[config.mk]
export PLATFORM = sky130hd
export DESIGN_NAME = prog_logic_array
export DESIGN_NICKNAME = d
export VERILOG_FILES = /design/src/rtl/pla_pkg.sv /design/src/rtl/pla_ctrl.sv /design/src/rtl/pla_store.sv /design/src/rtl/pla_eval.sv /design/src/rtl/prog_logic_array.sv
export SDC_FILE = /design/constraint.sdc
export NUM_CORES = 1
export LEC_CHECK = 0
export ABC_AREA = 1
export BUFFER_PORTS_ARGS = -buffer_cell sky130_fd_sc_hd__clkbuf_2
export CAP_MARGIN = 30
export CORE_UTILIZATION = 55
export DETAILED_ROUTE_END_ITERATION = 10
export PLACE_DENSITY = 0.75
export SLEW_MARGIN = 10
export SYNTH_ARGS = -nofsm -noshare
export SYNTH_HDL_FRONTEND = slang
export SYNTH_SLANG_ARGS = --single-unit
[constraint.sdc]
create_clock -name clk -period 0.9 [get_ports clk]
set_input_delay 0.09 -clock clk [delete_from_list [all_inputs] [get_ports clk]]
set_output_delay 0.09 -clock clk [all_outputs]
set_load 0.03 [all_outputs]
[src/rtl/pla_pkg.sv]
package pla_pkg;

  // Strobes from the configuration control to the personality store
  typedef struct packed {
    logic shiftEn;   // move one serial bit into the load register
    logic commit;    // copy the load register into the active personality
  } cfgStrobe_t;

endpackage

[src/rtl/pla_ctrl.sv]
module pla_ctrl
  import pla_pkg::*;
(
  input  logic       cfgValid,
  input  logic       cfgDone,
  output cfgStrobe_t strobe
);

  // Commit wins over shift: a bit offered in a commit cycle is dropped
  always_comb begin
    strobe.commit  = cfgDone;
    strobe.shiftEn = cfgValid & ~cfgDone;
  end

endmodule

[src/rtl/pla_store.sv]
module pla_store
  import pla_pkg::*;
#(
  parameter int NUM_IN   = 3,
  parameter int NUM_TERM = 5,
  parameter int NUM_OUT  = 4
) (
  input  logic                             clk,
  input  logic                             rstN,
  input  cfgStrobe_t                       strobe,
  input  logic                             cfgBit,
  output logic [2*NUM_IN*NUM_TERM-1:0]     andPlane,
  output logic [NUM_TERM*NUM_OUT-1:0]      orPlane
);

  localparam int AND_BITS = 2 * NUM_IN * NUM_TERM;
  localparam int OR_BITS  = NUM_TERM * NUM_OUT;
  localparam int CFG_BITS = AND_BITS + OR_BITS;

  logic [CFG_BITS-1:0] shiftReg;
  logic [CFG_BITS-1:0] persona;

  // Load register: new bit enters at the top, so the first bit sent ends at bit 0
  always_ff @(posedge clk) begin
    if (!rstN) begin
      shiftReg <= '0;
    end else if (strobe.shiftEn) begin
      shiftReg <= {cfgBit, shiftReg[CFG_BITS-1:1]};
    end
  end

  // Active personality: whole word replaced in one edge
  always_ff @(posedge clk) begin
    if (!rstN) begin
      persona <= '0;
    end else if (strobe.commit) begin
      persona <= shiftReg;
    end
  end

  assign andPlane = persona[AND_BITS-1:0];
  assign orPlane  = persona[CFG_BITS-1:AND_BITS];

  AST_SHIFT_ENTRY: assert property (@(posedge clk) disable iff (!rstN)
    strobe.shiftEn |=> shiftReg[CFG_BITS-1] == $past(cfgBit));

  AST_COMMIT_LOAD: assert property (@(posedge clk) disable iff (!rstN)
    strobe.commit |=> {orPlane, andPlane} == $past(shiftReg));

  AST_HOLD_WITHOUT_COMMIT: assert property (@(posedge clk) disable iff (!rstN)
    !strobe.commit |=> $stable({orPlane, andPlane}));

  AST_NO_SHIFT_ON_COMMIT: assert property (@(posedge clk) disable iff (!rstN)
    strobe.commit |=> $stable(shiftReg));

endmodule

[src/rtl/pla_eval.sv]
module pla_eval #(
  parameter int NUM_IN   = 3,
  parameter int NUM_TERM = 5,
  parameter int NUM_OUT  = 4
) (
  input  logic                         clk,
  input  logic                         rstN,
  input  logic [NUM_IN-1:0]            inVec,
  input  logic [2*NUM_IN*NUM_TERM-1:0] andPlane,
  input  logic [NUM_TERM*NUM_OUT-1:0]  orPlane,
  output logic [NUM_OUT-1:0]           outVec
);

  localparam int CODE_W = 2 * NUM_IN;

  logic [NUM_TERM-1:0][NUM_IN-1:0]  litOk;
  logic [NUM_TERM-1:0]              termVal;
  logic [NUM_OUT-1:0][NUM_TERM-1:0] colMask;

  // AND plane: a literal blocks the term only when its enabled polarity is false
  for (genvar t = 0; t < NUM_TERM; t++) begin : g_term
    for (genvar i = 0; i < NUM_IN; i++) begin : g_lit
      logic useTrue;
      logic useCompl;
      assign useTrue     = andPlane[2*(t*NUM_IN+i)];
      assign useCompl    = andPlane[2*(t*NUM_IN+i)+1];
      assign litOk[t][i] = ~(useTrue & ~inVec[i]) & ~(useCompl & inVec[i]);

      AST_DUAL_CODE_LOW: assert property (@(posedge clk) disable iff (!rstN)
        (useTrue && useCompl) |-> !termVal[t]);
    end
    assign termVal[t] = &litOk[t];

    AST_EMPTY_TERM_HIGH: assert property (@(posedge clk) disable iff (!rstN)
      (andPlane[t*CODE_W +: CODE_W] == '0) |-> termVal[t]);
  end

  // OR plane: gather each output's column of connection bits
  for (genvar o = 0; o < NUM_OUT; o++) begin : g_out
    for (genvar t = 0; t < NUM_TERM; t++) begin : g_conn
      assign colMask[o][t] = orPlane[t*NUM_OUT+o];
    end
    assign outVec[o] = |(colMask[o] & termVal);

    AST_UNCONNECTED_LOW: assert property (@(posedge clk) disable iff (!rstN)
      (colMask[o] == '0) |-> !outVec[o]);
  end

endmodule

[src/rtl/prog_logic_array.sv]
module prog_logic_array
  import pla_pkg::*;
#(
  parameter int NUM_IN   = 3,
  parameter int NUM_TERM = 5,
  parameter int NUM_OUT  = 4
) (
  input  logic               clk,
  input  logic               rstN,
  input  logic               cfgValid,
  input  logic               cfgBit,
  input  logic               cfgDone,
  input  logic [NUM_IN-1:0]  inVec,
  output logic [NUM_OUT-1:0] outVec
);

  localparam int AND_BITS = 2 * NUM_IN * NUM_TERM;
  localparam int OR_BITS  = NUM_TERM * NUM_OUT;

  cfgStrobe_t          strobe;
  logic [AND_BITS-1:0] andPlane;
  logic [OR_BITS-1:0]  orPlane;

  pla_ctrl u_ctrl (
    .cfgValid (cfgValid),
    .cfgDone  (cfgDone),
    .strobe   (strobe)
  );

  pla_store #(
    .NUM_IN   (NUM_IN),
    .NUM_TERM (NUM_TERM),
    .NUM_OUT  (NUM_OUT)
  ) u_store (
    .clk      (clk),
    .rstN     (rstN),
    .strobe   (strobe),
    .cfgBit   (cfgBit),
    .andPlane (andPlane),
    .orPlane  (orPlane)
  );

  pla_eval #(
    .NUM_IN   (NUM_IN),
    .NUM_TERM (NUM_TERM),
    .NUM_OUT  (NUM_OUT)
  ) u_eval (
    .clk      (clk),
    .rstN     (rstN),
    .inVec    (inVec),
    .andPlane (andPlane),
    .orPlane  (orPlane),
    .outVec   (outVec)
  );

endmodule

==> flow_summary.yaml <==
place:
  place_congestion: 0.876
  dp_hpwl_mm: 5.63
  port_buffers: 11
  dpl_cell_area_mm2: 0.00409
  placed_cells: 603
cts:
  cts_tree: "yes"
  cts_sinks: 100
  cts_buffer_depth: 2
  path_clk_slew_ps: 80
  cts-root-buf: "clkbuf_8"
  cts_buffers: 9
  clk_latency_ps: 370
  cts_max_level: 3
  post-cts-setup-buffers: 0
synth:
  yosys.area_share.simple_pct: 26.7
  synth_compound_area_share_pct: 15.2
  syn_nets: 534
  synth_top_family_by_area: "simple AND/OR/NAND/NOR gates"
  netlist_area_mm2: 0.00381
  synth_xor_area_share_pct: 0
  synth_cell_types: 16
  ys_seq_area_share_pct: 52.6
  synthMuxAreaShare_pct: 0
  syn_avg_cell_area_um2: 7.24
  postSynthRegisterBits: 100
  synth-adder-area-share_pct: 0
  synth_cells: 526
  yosys_warnings: 0
min_path:
  hp-class: "input port to flop"
  hold_path.startpoint: "cfgValid"
finish:
  syn2layout_area_growth_pct: 15.7
  fillers: 550
  finalInstanceArea_mm2: 0.00441
  final_nets: 546
  drive_above_1_share_pct: 15.8
  layout.cells.non_filler: 620
  num_antenna_cells: 0
setup_path:
  cp_data_required_time_ps: 810
  r2r-start: "u_store.shiftReg[46]$_SDFFE_PN0P_"
  arrival_ps: 1440
  cp-end-kind: "output port"
  cp_max_fo: 4
  start_kind: "flop"
  crit_start: "u_store.persona[14]$_SDFFE_PN0P_"
  critPathKind: "flop to output port"
global_routing:
  grt_max_degree: 48
  antenna_found_initial: 0
  grt_pass1_vias: 3130
  grt_usage_pct: 25.8
  grt_pass1_wl_mm: 14.6
  grt.overflow.total: 0
run:
  cap_violations: 0
die:
  fp.coreArea_mm2: 0.00653
  initial_core_util_pct: 58.3
  dieArea_mm2: 0.00726
  rows: 29
  dieWidth_um: 85.2
  io_pins: 12
  die_h_um: 85.2
route:
  routed_wl_mm: 8.51
  dr.pass1.iters: 5
  drc: 0
  vias_per_cell: 5.44
  drt_iter0_drc: 203
  num_vias: 3371
  ant_nets: 0
  wl_per_cell_um: 13.7
sta:
  worstMarginPinSlew_ps: 374
  drv_slew: 0
  hold_violations: 0
  clock_skew_ps: 5.28
  max_slew_margin_pct: 75.1
  min_period_ps: 1530
  fin_ws_ps: -629
  setup_viol: 4
  period_share_pct: 170
  max_freq_mhz: 654
  rsz0062_at_grt: "yes"
run_status:
  outcome: "finished, violations left"
  violations: "negative setup slack"
pwr:
  leakagePower_uw: 0.00186
  powerDensity_mw_per_mm2: 1980
  vdd_drop_max_v: 0.00153
final cells by class:
class                           instances  area [um2]  area share [%]
Clock buffer                           11         141            3.21
Inverter                               20        75.1            1.70
Tap cell                               77        96.3            2.19
Timing Repair Buffer                   32         355            8.06
Multi-Input combinational cell        375        1700            38.5
Clock inverter                          5        36.3           0.823
Sequential cell                       100        2010            45.5
flip-flops by register name, indices dropped and copies added (netlist names):
| name | cells |
|---|---|
| u_store.persona | 50 |
| u_store.shiftReg | 50 |
synthesized netlist by cell type, drive strengths merged:
cell	instances	area, um2
clkbuf	17	63.8
inv	20	75.1
nor2	197	752
buf	14	70.1
nand2	47	179
and2	1	6.26
o21ai	104	521
a21oi	9	48.8
nand3	16	80.1
a21boi	1	11.3
dfxtp	100	2000
repair_timing:
item                                   4_1_cts  5_1_grt
pin swaps                                    5       12
endpoints found under the hold margin        1        0
resized for setup                           15       25
setup endpoints to repair                    4        4
hold buffers                                 1        0
cells in the final DEF (no fill, tap or decap), types with 8 or more instances in the layout:
| cell type | synthesis | final |
|---|---|---|
| nor2_1 | 192 | 190 |
| dfxtp_1 | 100 | 96 |
| o21ai_0 | 94 | 90 |
| nand2_1 | 46 | 36 |
| inv_1 | 15 | 12 |
| nand3_1 | 16 | 12 |
| buf_4 | 0 | 12 |
| nand2_2 | 1 | 11 |
| o21ai_1 | 10 | 11 |
| clkbuf_8 | 0 | 10 |
| inv_2 | 5 | 8 |
| a21oi_1 | 8 | 8 |
| buf_12 | 0 | 8 |
cell families (layout without fill, tap and decap cells):
family / Yosys count / in the layout
AO/OA/AOI/OAI: 114 / 114
AND/OR/NAND/NOR: 261 / 261
buffers and inverters: 51 / 68
flip-flops: 100 / 100
worst paths after layout:
path,to,slack [ps],cells past startpoint
min reg2reg,u_store.persona[47]$_SDFFE_PN0P_,470,2
max reg2reg,u_store.shiftReg[45]$_SDFFE_PN0P_,180,2
max,outVec[1],-630,8
min,u_store.shiftReg[13]$_SDFFE_PN0P_,180,4
through the flow:
step / hold WS (ps) / total power [uW] / worst slack (ps) / util [%] / TNS [ps]
4_1_cts: 169 / 8680 / -695 / 66.3 / -2650
6_report: 179 / 8710 / -629 / 67.5 / -2470
2_1_floorplan: 253 / 5690 / -49.6 / - / -198
5_1_grt: 206 / 9150 / -741 / 67.5 / -2890
3_3_place_gp: 344 / 6040 / -324 / 62.6 / -2780
3_5_place_dp: 361 / 6070 / -341 / 62.6 / -3730
routing by layer:
metal / GRT usage, % / share of wire, % / vias to the layer above
met3: 7.00 / 5.2 / 7
met4: 7.70 / 0.93 / 0
met5: 0 / 0 / -
met1: 33.1 / 45 / 1575
li1: - / - / 1701
met2: 42.7 / 49 / 88
worst max-delay path, stage by stage (launching register included):
cell and delay (ps):
dfxtp_1 330, nand2_1 60, nand2_1 80, nor2_4 190, nand3_2 90, nand2_1 80, nor2_1 50, nand2_2 80
buf_8 120
power breakdown:
part / switching (uW) / internal, uW / total [uW] / leakage (uW)
sequential: 182 / 4700 / 4880 / 0.000826
clock: 1500 / 1090 / 2580 / 0.0000820
combinational: 734 / 510 / 1240 / 0.000957
total: 2410 / 6300 / 8710 / 0.00186
(Power assumes the default switching activity.)
